==> src/rtl/srl_tx_pkg.sv <==
package srl_tx_pkg;
  typedef enum logic [1:0] {
    STRB_NONE  = 2'd0,
    STRB_CLOCK = 2'd1,
    STRB_EDGE  = 2'd2,
    STRB_DS    = 2'd3
  } strb_mode_e;

  // start, parity and stop bits around each word
  localparam int FRAME_OVERHEAD = 3;
endpackage

==> src/rtl/srl_bit_timer.sv <==
module srl_bit_timer #(
  parameter int DIV_W = 8
) (
  input  logic             clk,
  input  logic             rst,
  input  logic [DIV_W-1:0] div_cfg,
  output logic [DIV_W-1:0] phase,
  output logic             bit_tick
);
  // last core clock of the current bit period
  assign bit_tick = (phase >= div_cfg);

  always_ff @(posedge clk) begin
    if (rst)           phase <= '0;
    else if (bit_tick) phase <= '0;
    else               phase <= phase + DIV_W'(1);
  end
endmodule

==> src/rtl/srl_word_fifo.sv <==
module srl_word_fifo #(
  parameter int W     = 32,
  parameter int DEPTH = 8
) (
  input  logic         clk,
  input  logic         rst,
  input  logic         wr_valid,
  input  logic [W-1:0] wr_data,
  output logic         wr_ready,
  input  logic         rd_en,
  output logic [W-1:0] rd_data,
  output logic         empty
);
  localparam int AW = (DEPTH > 1) ? $clog2(DEPTH) : 1;
  localparam int CW = $clog2(DEPTH + 1);

  logic [W-1:0]  mem [DEPTH];
  logic [AW-1:0] wr_ptr, rd_ptr;
  logic [CW-1:0] count;
  logic          push, pop;

  assign wr_ready = (count < CW'(DEPTH));
  assign empty    = (count == '0);
  assign push     = wr_valid & wr_ready;
  assign pop      = rd_en & ~empty;
  assign rd_data  = mem[rd_ptr];

  // storage without reset so it maps onto RAM
  always_ff @(posedge clk) begin
    if (push) mem[wr_ptr] <= wr_data;
  end

  always_ff @(posedge clk) begin
    if (rst) begin
      wr_ptr <= '0;
      rd_ptr <= '0;
      count  <= '0;
    end else begin
      if (push) wr_ptr <= (wr_ptr == AW'(DEPTH - 1)) ? '0 : wr_ptr + AW'(1);
      if (pop)  rd_ptr <= (rd_ptr == AW'(DEPTH - 1)) ? '0 : rd_ptr + AW'(1);
      case ({push, pop})
        2'b10:   count <= count + CW'(1);
        2'b01:   count <= count - CW'(1);
        default: count <= count;
      endcase
    end
  end
endmodule

==> src/rtl/srl_frame_shifter.sv <==
module srl_frame_shifter #(
  parameter int W = 32
) (
  input  logic         clk,
  input  logic         rst,
  input  logic         bit_tick,
  input  logic         token_hold,
  input  logic         fifo_empty,
  input  logic [W-1:0] fifo_word,
  output logic         fifo_pop,
  input  logic         up_sd,
  output logic         line_q,
  output logic         line_nxt,
  output logic         busy
);
  localparam int FL = W + srl_tx_pkg::FRAME_OVERHEAD;
  localparam int CW = $clog2(FL);

  // bits still to send after the start bit: data, parity, stop
  logic [FL-2:0] shreg;
  logic [CW-1:0] left;
  logic          start;

  assign busy     = (left != '0);
  assign start    = bit_tick & ~busy & token_hold & ~fifo_empty;
  assign fifo_pop = start;

  always_comb begin
    if (!bit_tick)       line_nxt = line_q;
    else if (busy)       line_nxt = shreg[FL-2];
    else if (token_hold) line_nxt = start;
    else                 line_nxt = up_sd;
  end

  always_ff @(posedge clk) begin
    if (rst) begin
      line_q <= 1'b0;
      shreg  <= '0;
      left   <= '0;
    end else begin
      line_q <= line_nxt;
      if (bit_tick) begin
        if (busy) begin
          shreg <= shreg << 1;
          left  <= left - CW'(1);
        end else if (start) begin
          shreg <= {fifo_word, ^fifo_word, 1'b0};
          left  <= CW'(FL - 1);
        end
      end
    end
  end
endmodule

==> src/rtl/srl_strobe_gen.sv <==
module srl_strobe_gen
  import srl_tx_pkg::*;
#(
  parameter int DIV_W = 8
) (
  input  logic             clk,
  input  logic             rst,
  input  strb_mode_e       mode,
  input  logic             bit_tick,
  input  logic [DIV_W-1:0] phase,
  input  logic [DIV_W-1:0] div_cfg,
  input  logic             line_q,
  input  logic             line_nxt,
  output logic             strb
);
  logic [DIV_W:0] half;
  logic [DIV_W:0] nph;
  logic           strb_d;

  assign half = ({1'b0, div_cfg} + (DIV_W+1)'(1)) >> 1;
  assign nph  = bit_tick ? '0 : ({1'b0, phase} + (DIV_W+1)'(1));

  always_comb begin
    case (mode)
      STRB_CLOCK: strb_d = (nph >= half);
      STRB_EDGE:  strb_d = bit_tick ? ~strb : strb;
      STRB_DS:    strb_d = (bit_tick && (line_nxt == line_q)) ? ~strb : strb;
      default:    strb_d = 1'b0;
    endcase
  end

  always_ff @(posedge clk) begin
    if (rst) strb <= 1'b0;
    else     strb <= strb_d;
  end
endmodule

==> src/rtl/srl_serial_tx.sv <==
module srl_serial_tx
  import srl_tx_pkg::*;
#(
  parameter int WORD_W     = 32,
  parameter int FIFO_DEPTH = 8,
  parameter int DIV_W      = 8
) (
  input  logic              clk,
  input  logic              rst,
  input  logic [DIV_W-1:0]  div_cfg,
  input  logic [1:0]        strb_mode,
  input  logic              token_hold,
  input  logic              wr_valid,
  input  logic [WORD_W-1:0] wr_data,
  output logic              wr_ready,
  input  logic              up_sd,
  output logic              ser_data,
  output logic              ser_strb
);
  logic [DIV_W-1:0]  phase;
  logic              bit_tick;
  logic              fifo_empty;
  logic              fifo_pop;
  logic [WORD_W-1:0] fifo_word;
  logic              line_nxt;
  logic              tx_busy;

  srl_bit_timer #(.DIV_W(DIV_W)) u_timer (
    .clk(clk), .rst(rst), .div_cfg(div_cfg),
    .phase(phase), .bit_tick(bit_tick)
  );

  srl_word_fifo #(.W(WORD_W), .DEPTH(FIFO_DEPTH)) u_fifo (
    .clk(clk), .rst(rst),
    .wr_valid(wr_valid), .wr_data(wr_data), .wr_ready(wr_ready),
    .rd_en(fifo_pop), .rd_data(fifo_word), .empty(fifo_empty)
  );

  srl_frame_shifter #(.W(WORD_W)) u_shift (
    .clk(clk), .rst(rst), .bit_tick(bit_tick), .token_hold(token_hold),
    .fifo_empty(fifo_empty), .fifo_word(fifo_word), .fifo_pop(fifo_pop),
    .up_sd(up_sd), .line_q(ser_data), .line_nxt(line_nxt), .busy(tx_busy)
  );

  srl_strobe_gen #(.DIV_W(DIV_W)) u_strobe (
    .clk(clk), .rst(rst), .mode(strb_mode_e'(strb_mode)),
    .bit_tick(bit_tick), .phase(phase), .div_cfg(div_cfg),
    .line_q(ser_data), .line_nxt(line_nxt), .strb(ser_strb)
  );
endmodule

==> config.mk <==
export PLATFORM = sky130hd
export DESIGN_NAME = srl_serial_tx
export DESIGN_NICKNAME = d
export VERILOG_FILES = /design/src/rtl/srl_tx_pkg.sv /design/src/rtl/srl_bit_timer.sv /design/src/rtl/srl_word_fifo.sv /design/src/rtl/srl_frame_shifter.sv /design/src/rtl/srl_strobe_gen.sv /design/src/rtl/srl_serial_tx.sv
export SDC_FILE = /design/constraint.sdc
export NUM_CORES = 1
export LEC_CHECK = 0
export BUFFER_PORTS_ARGS = -buffer_cell sky130_fd_sc_hd__buf_4
export CAP_MARGIN = 20
export CORE_ASPECT_RATIO = 0.8
export CORE_MARGIN = 5
export CORE_UTILIZATION = 30
export CTS_BUF_LIST = sky130_fd_sc_hd__clkbuf_16
export DETAILED_ROUTE_END_ITERATION = 10
export GPL_ROUTABILITY_DRIVEN = 1
export MAX_ROUTING_LAYER = met4
export PLACE_DENSITY = 0.5
export SLEW_MARGIN = 20
export SYNTH_ARGS = -nofsm -noshare
export SYNTH_HDL_FRONTEND = slang
export SYNTH_SLANG_ARGS = --single-unit
==> constraint.sdc <==
create_clock -name clk -period 3.9 [get_ports clk]
set_input_delay 0.39 -clock clk [delete_from_list [all_inputs] [get_ports clk]]
set_output_delay 0.39 -clock clk [all_outputs]
set_load 0.02 [all_outputs]
[Word-level counts from Yosys, hierarchy flattened]
Memory sizes are Yosys's and may differ from the RTL's. A register that Yosys moved wholly into a read port is not among the register bits.
Cells that the tools add are included.
Storage, ports and cells
  output and inout port bits: 3
  input port bits: 47
  RAM bits: 256
  register bits after elaboration: 60
  memories kept: 1
Operators by class
  multiplexer cells: 18
  reductions and logical operators: 9
  magnitude comparators: 3
  bitwise operators: 8
  eq/ne operators: 10
  add/sub/neg operators: 8
Memory list
  u_fifo.mem: depth 8, bits a word 32, rd ports 1, clocked after Yosys merged registers in 1, write ports 1, line srl_word_fifo.sv:17  | logic [W-1:0] mem [DEPTH];
Operator list (number)
  $mux W34: 2
  $reduce_xor A32 Y1: 1
  $add A8 B1 Y9 const B: 2
  $mux W3: 4
  $mux W6: 2
  $ge A9 B8 Y1: 1
  $mux W9: 1
  $add A8 B1 Y8 const B: 1
  $ge A8 B8 Y1: 1
  $pmux W4 S2: 1
  $mux W1: 7
  $add A3 B1 Y3 const B: 2
  $eq A2 B2 Y1 const B: 3
  $eq A3 B3 Y1 const B: 2
  $reduce_bool A6 Y1: 1
  $sub A6 B1 Y6 const B: 1
  $and A1 B1 Y1: 5
  $add A4 B1 Y4 const B: 1
  $eq A2 B1 Y1 const B: 2
  $logic_not A4 Y1: 1
  $lt A4 B4 Y1 const B: 1
  $reduce_and A2 Y1: 2
  $reduce_bool A2 Y1: 2
  $sub A4 B1 Y4 const B: 1
  other kinds (7): 9

[Longest topological paths before layout]
Gate-level depths: netlist of run 1.
  word-level depth: 12
  mapped depth: 20
  gate-level depth less buffers: 19

[Modules after synthesis]
From an unflattened synthesis of run 1, not the netlist that was laid out.
Unflattened totals
  cell total of the unflattened synthesis: 794
  area total of the unflattened synthesis: 13365.3 um^2
Modules (own cells, without submodules)
  srl_word_fifo: cells each 444, seq. area each 7947.6 um^2, times used 1, area an instance 10228.6 um^2
  srl_frame_shifter: cells each 222, seq. area each 800.8 um^2, times used 1, area an instance 2082.0 um^2
  srl_bit_timer: cells each 59, seq. area each 160.2 um^2, times used 1, area an instance 529.3 um^2
  srl_strobe_gen: cells each 69, seq. area each 20.0 um^2, times used 1, area an instance 525.5 um^2

[Least setup slack after synthesis of run 1]
Ideal clock, no wire load.
  path type: reg-to-reg
  start: register u_fifo.count[3]
  end: memory u_fifo.mem[0][0] (enable)
  stages on the path, launching flop included: 4
  setup slack: -423 ps
  buffers on the path: 0
  data arrival time: 3822 ps
  library setup time: 502 ps
  required time: 3398 ps
  path through: dfxtp_1 inv_1 nand2_1 nor4_1
Between the ends
  longest elaborated chain between the ends: 4
RTL lines
  start, declared: line srl_word_fifo.sv:19  | logic [CW-1:0] count;
  start signal, assigned: line srl_word_fifo.sv:42  | 2'b10: count <= count + CW'(1);
  start signal, assigned: line srl_word_fifo.sv:43  | 2'b01: count <= count - CW'(1);
  start signal, assigned: line srl_word_fifo.sv:44  | default: count <= count;
  $lt A4 B4 Y1: line srl_word_fifo.sv:22  | assign wr_ready = (count < CW'(DEPTH));
  net wr_ready: line srl_serial_tx.sv:15  | output logic wr_ready,
  $and A1 B1 Y1: line srl_word_fifo.sv:24  | assign push = wr_valid & wr_ready;
  $mux W1: line srl_word_fifo.sv:30  | if (push) mem[wr_ptr] <= wr_data;
  $mux W1 (implied by the code): line srl_word_fifo.sv:30
  end, declared: line srl_word_fifo.sv:17
The timed path passes the listed nets, and every way through them passes these cells.

[Worst setup path in the final report of run 1]
  start: register u_timer.phase[0]
  end: register u_fifo.count[3]
Between the ends
  longest elaborated chain between the ends: 7
  elaborated cells on any way between the ends: 9
  those cells by class: order compare: 1; eq/ne: 2; mux: 1; bitwise: 4; reduce/logical: 1
RTL lines
  start, declared: line srl_bit_timer.sv:7  | output logic [DIV_W-1:0] phase,
  start signal, assigned: line srl_bit_timer.sv:16  | else phase <= phase + DIV_W'(1);
  $ge A8 B8 Y1 (*): line srl_bit_timer.sv:11  | assign bit_tick = (phase >= div_cfg);
  $and A1 B1 Y1 (*) (3 in series): line srl_frame_shifter.sv:25  | assign start = bit_tick & ~busy & token_hold & ~fifo_empty;
  $and A1 B1 Y1 (*): line srl_word_fifo.sv:25  | assign pop = rd_en & ~empty;
  $eq A2 B1 Y1 / $eq A2 B2 Y1 (equally long branches): line srl_word_fifo.sv:41  | case ({push, pop})
  $pmux W4 S2 / $reduce_bool A2 Y1 (equally long branches)
Mark *: on every way between the ends. The rest lies on a longest branch, timed or not.
A chain may end at the register's enable or synchronous reset.

==> metrics.txt, run 1 <==
IO Pins=50; Area Growth Syn to Fin=16.05%; # rows=68; WHS=0.1090 ns; gr usage total=0.1262; Fillers=4157; Synth Area in Adders=0.02606; Arrival @ worst endpoint=4.08 ns; final hold vios=0; I/O Buffers=49; peak supply drop=0.3473 mV; R2R setup slack=0.26 ns; Post-synth EDFFs=256; syn_nets=960; initial antenna violation count=0; Clk pin slew, worst setup/hold paths=0.06 ns; share of post-route cells with drive strength above 1=0.1990; Via-to-Cell Ratio=4.744; vias in the first global route=7327; async set-reset flop share out of synthesis=0; dominant synthesized flop cell=edfxtp_1; Yosys reg bits=318; CTS Hold Buffers Added=0; post-cts repair resize count=0; Setup TNS Final=0 ns; CTS Buf Count=34; Min-Delay Path Class=input port to flop; n_diodes=0; Worst-Margin Slew=0.6658 ns; first drt pass iteration count=5; Core ar.=43390 um2; Final period util=0.9332; total wire length=29880 um; Die Span Y=198.0 um; Sink Count=318; CTS root buf=clkbuf_16; full die area=48500 um2; Cell Area, Synth=13250 um2; most common cell after layout, fill and taps aside=edfxtp_1; post-route ant nets=0; CTS Buffer Depth=3; H-tree levels=2; outcome=complete, no violations; Final Slew Violations=0; crit path max fanout=14; hpwl dp=17310 um; largest family of logic cells by synthesized area=multiplexers; Static Leak=5.067 nW; synth warn=0; most frequent cells in the layout=edfxtp_1 (256), nand2_1 (75), buf_4 (72), mux2i_1 (68), dfxtp_1 (59); CP Class=flop to flop; Starting Density=0.3054; drt drc=0; Placed Cells incl. Taps=1475; Fmax=0.2748 GHz; post-CTS setup buffer count=0; worst relative slew slack=0.5562; Post-Route Utilization=0.3544; nets@finish=1025; mux share of post-synthesis cell area=0.1058; post-synth cell types=46; Die X=245.0 um; crit end category=flop; Simple-Gate Fraction of Synth Area=0.05269; post-synthesis sequential area ratio=0.6738; first-pass GRT wire length=45400 um; Final min period=3.639 ns; max cap viols=0; DR iter-0 viols=472; CP startpoint kind=flop; RSZ-0062 raised after global routing=false; Synth Instances=886; post-layout power=7.074 mW; clock skew=0.01424 ns; wire per inst=19.46 um; vias=7282; post-synthesis xor/xnor area fraction=0.03352; Synth Area in Compound Gates=0.08347; Finished Layout Cells=1535; power per cell area=460.0 nW/um2; # setup viols final=0; mean area per synthesized cell=14.96 um2; CTS tree=done; total gr overflow=0; Placer Congestion=0.7476; Req. time, crit path=4.34 ns; Clock Latency Late Sink=0.51 ns; largest net degree at the start of global routing=70
-- cell type report --
class	count	area, um2	area share
sequential	318	8935	0.5810
clock buffer	35	875.8	0.05696
clock inverter	25	107.6	0.006998
inverter	19	71.32	0.004638
multi-input combinational	502	4066	0.2644
timing repair buffer	76	620.6	0.04036
tap	560	700.7	0.04557
-- flip-flops by register name (all words and copies together) (netlist names), named ones only --
register	cells
u_fifo.rd_ptr	3
u_fifo.mem	256
u_strobe.strb	1
u_fifo.wr_ptr	3
u_timer.phase	8
u_shift.left	6
u_shift.line_q	1
u_shift.shreg	33
u_fifo.count	4
-- per-stage QoR --
step                      area, um2  setup WS, ns
after global placement        14380       0.07922
final                         15380        0.2606
after CTS                     15360       0.07590
after floorplan               13260        0.2629
after global routing          15380       0.01465
after detailed placement      14380      0.007278
-- per-layer routing --
layer  up-vias  wire length [um]  GRT usage  share of wire
li1       3521                 -          -              -
met1      3602             14110     0.1761           0.47
met2       119             13880     0.1941           0.46
met3        40              1413    0.02335          0.047
met4         0               476    0.02867          0.016
met5         -                 0          -              0
-- path summary, 6_finish.rpt --
kind	start	endpoint	cells after the start
max	u_timer.phase[0]$_SDFF_PP0_	u_fifo.count[3]$_SDFFE_PP0P_	20
min	wr_data[16]	u_fifo.mem[5][16]$_DFFE_PP_	1
max reg2reg	u_timer.phase[0]$_SDFF_PP0_	u_fifo.count[3]$_SDFFE_PP0P_	20
min reg2reg	u_shift.shreg[4]$_SDFFE_PP0P_	u_shift.shreg[4]$_SDFFE_PP0P_	2
-- logic make-up (layout without fill, tap and decap cells) --
kind of cell | Yosys count | after routing
AO/OA/AOI/OAI | 166 | 166
XOR/XNOR | 49 | 49
adder cells (fa/ha/maj) | 27 | 27
buffers and inverters | 66 | 155
flip-flops | 318 | 318
multiplexers | 100 | 100
AND/OR/NAND/NOR | 160 | 160
-- power by group --
group | switching, mW | leakage [nW] | internal, mW
sequential | 0.0219 | 2.83 | 3.73
clock | 1.26 | 0.530 | 1.62
combinational | 0.246 | 1.71 | 0.196
total | 1.53 | 5.07 | 5.55
-- worst max-delay path: stages, from the launching register on --
cell	delay (ns)
dfxtp_2	0.35
inv_1	0.06
ha_1	0.26
nand2b_1	0.13
a21o_1	0.17
a21o_1	0.18
a21o_1	0.18
a21oi_2	0.14
o21a_1	0.15
buf_4	0.13
nor2_1	0.06
buf_4	0.19
nand3_1	0.13
inv_2	0.09
ha_1	0.22
ha_1	0.28
a21o_1	0.19
a21oi_2	0.14
xnor2_1	0.08
or3_1	0.30
a21oi_1	0.13
-- cell usage after synthesis (2+ instances only) --
library cell / number / area share
a211oi_1: 3 / 0.0017
a21o_1: 10 / 0.0057
a21oi_1: 50 / 0.019
a21oi_2: 24 / 0.016
and3_1: 2 / 0.00094
buf_1: 5 / 0.0014
buf_12: 2 / 0.0030
buf_4: 6 / 0.0034
buf_6: 3 / 0.0025
clkbuf_1: 30 / 0.0085
dfxtp_1: 62 / 0.094
edfxtp_1: 256 / 0.58
ha_1: 26 / 0.025
inv_1: 18 / 0.0051
mux2i_1: 68 / 0.051
mux4_2: 32 / 0.054
nand2_1: 75 / 0.021
nand2b_1: 7 / 0.0033
nand3_1: 12 / 0.0045
nand3b_1: 4 / 0.0023
nand4_1: 2 / 0.00094
nor2_1: 34 / 0.0096
nor3_1: 17 / 0.0064
o211ai_1: 32 / 0.018
o21ai_0: 6 / 0.0023
o22ai_1: 32 / 0.015
o31ai_1: 2 / 0.0011
or3_1: 2 / 0.00094
xnor2_1: 37 / 0.024
xnor2_2: 2 / 0.0025
xor2_1: 10 / 0.0066
Note: power is estimated with default switching activity, not from simulation.
==> run 2, diff against run 1 <==
- CORE_ASPECT_RATIO: 0.8 -> not set
- SETUP_SLACK_MARGIN: not set -> 0.4
- TNS_END_PERCENT: not set -> 50
==> metrics.txt, run 2 (synthesized netlist as in run 1, its figures left out) <==
outcome=complete, no violations; Reg area=8935 um2; final hold vios=0; first drt pass iteration count=4; Clock Latency Late Sink=0.51 ns; Final Slew Violations=0; vias=7390; R2R setup slack=0.51 ns; Top Registers=u_fifo.mem: 256 flops, u_shift.shreg: 33 flops, u_timer.phase: 8 flops; clock skew=0.01423 ns; I/O Buffers=49; Req. time, crit path=4.28 ns; # setup viols final=0; Starting Density=0.3016; full die area=48470 um2; wire per inst=18.64 um; DP Area=14510 um2; CP Class=flop to flop; Sequential Power Share=0.508; crit path max fanout=4; largest net degree at the start of global routing=70; Net Sw Frac=0.2129; Worst-Margin Slew=0.7188 ns; post-layout power=7.383 mW; final instance area=15720 um2; Fmax=0.2952 GHz; worst relative slew slack=0.5197; H-tree levels=2; M1 GR Usage=0.1673; DR iter-0 viols=457; total wire length=29480 um; Final min period=3.387 ns; hpwl dp=17480 um; drt drc=0; post-route ant nets=0; WHS=0.1089 ns; IO Pins=50; CTS Buffer Depth=3; RSZ-0062 raised after global routing=true; most common cell after layout, fill and taps aside=edfxtp_1; Core ar.=43930 um2; CTS Hold Buffers Added=0; total gr overflow=0; Setup TNS Final=0 ns; Clk pin slew, worst setup/hold paths=0.06 ns; CP startpoint kind=flop; Placer Congestion=0.7379; Via-to-Cell Ratio=4.674; clock share of power=0.431; Comb power frac=0.061; gr usage total=0.1259; crit end category=flop; # rows=77; Multi-input gate area=4108 um2; Min-Delay Path Class=input port to flop; Static Leak=5.187 nW; vias in the first global route=7631; share of post-route cells with drive strength above 1=0.2204; n_diodes=0; peak supply drop=0.2350 mV; Area Growth Syn to Fin=18.60%; first-pass GRT wire length=45800 um; initial antenna violation count=0; Final period util=0.8685; Die Span Y=220.2 um; most frequent cells in the layout=edfxtp_1 (256), nand2_1 (75), buf_4 (75), mux2i_1 (68), dfxtp_1 (59); Die X=220.2 um; met3 usage=0.01833; CTS tree=done; max cap viols=0; power per cell area=469.8 nW/um2; Net Sw Power=1.572 mW; nets@finish=1036; max FFs per register=256; P_int=5.811 mW; met2 Track Usage GR=0.2070; Arrival @ worst endpoint=3.76 ns; most used routing layer=met2; CTS Buf Count=36; Sink Count=318; Reg with most FFs=u_fifo.mem; CTS root buf=clkbuf_16; Fillers=4245
-- run 2: cell count changes in the layout (fill, tap and decap cells not counted), sizes merged --
cell	before	now
clkinv	11	16
buf	76	85
inv	33	29
bufinv	0	3
clkbuf	35	36
-- run 2: timing repair --
action | CTS | global route
resized for setup | 11 | 5
pin swaps | 9 | 16
setup buffers | 3 | 1
endpoints found under the setup margin | 2 | 2
-- run 2: path summary, 6_finish.rpt --
| path | from | end | cells past startpoint |
|---|---|---|---|
| worst max-delay path | u_timer.phase[0]$_SDFF_PP0_ | u_strobe.strb$_SDFFE_PP0P_ | 20 |
| worst min-delay path | wr_data[14] | u_fifo.mem[1][14]$_DFFE_PP_ | 1 |
| worst max register to register | u_timer.phase[0]$_SDFF_PP0_ | u_strobe.strb$_SDFFE_PP0P_ | 20 |
| worst min register to register | u_shift.shreg[31]$_SDFFE_PP0P_ | u_shift.shreg[31]$_SDFFE_PP0P_ | 2 |
-- run 2: final cells by class --
cell class | count | share of cell area
sequential | 318 | 0.5685
multi-input combinational | 502 | 0.2614
clock buffer | 36 | 0.05732
timing repair buffer | 85 | 0.04745
tap | 592 | 0.04713
clock inverter | 29 | 0.01361
inverter | 19 | 0.004538
-- run 2: critical path, stage by stage, from the launching register on --
cell	delay, ns
dfxtp_2	0.33
inv_2	0.05
ha_4	0.20
nand2b_4	0.13
a21o_1	0.15
a21o_1	0.15
a21o_1	0.18
a21oi_2	0.15
o21a_1	0.18
buf_6	0.12
nor2_4	0.04
nor2_2	0.08
ha_1	0.23
a21o_1	0.17
a21o_1	0.15
a21o_1	0.15
a21o_1	0.15
a21o_1	0.15
a21o_1	0.18
a211oi_2	0.21
o32ai_1	0.11
-- run 2: power by group through the flow --
| stage | Combinational, mW | Sequential, mW | Clock [mW] |
|---|---|---|---|
| 3_3_place_gp | 0.446 | 3.82 | 0 |
| 2_1_floorplan | 0.288 | 3.82 | 0 |
| 3_5_place_dp | 0.449 | 3.82 | 0 |
| 6_report | 0.451 | 3.75 | 3.18 |
| 4_1_cts | 0.455 | 3.75 | 3.28 |
| 5_1_grt | 0.499 | 3.75 | 3.44 |
-- run 2: metal layers --
layer | wire (um) | vias up
li1 | - | 3539
met2 | 14220 | 124
met3 | 1077 | 38
met5 | 0 | -
met1 | 13690 | 3689
met4 | 478 | 0
-- run 2: stage by stage --
step           worst slack, ns  cells    util
6_report                0.5129   1581  0.3577
5_1_grt                 0.2228   1581  0.3577
4_1_cts                 0.4142   1580  0.3568
3_5_place_dp           0.08702   1512  0.3302
3_3_place_gp           0.08833   1512  0.3302
2_1_floorplan           0.2629    886       -
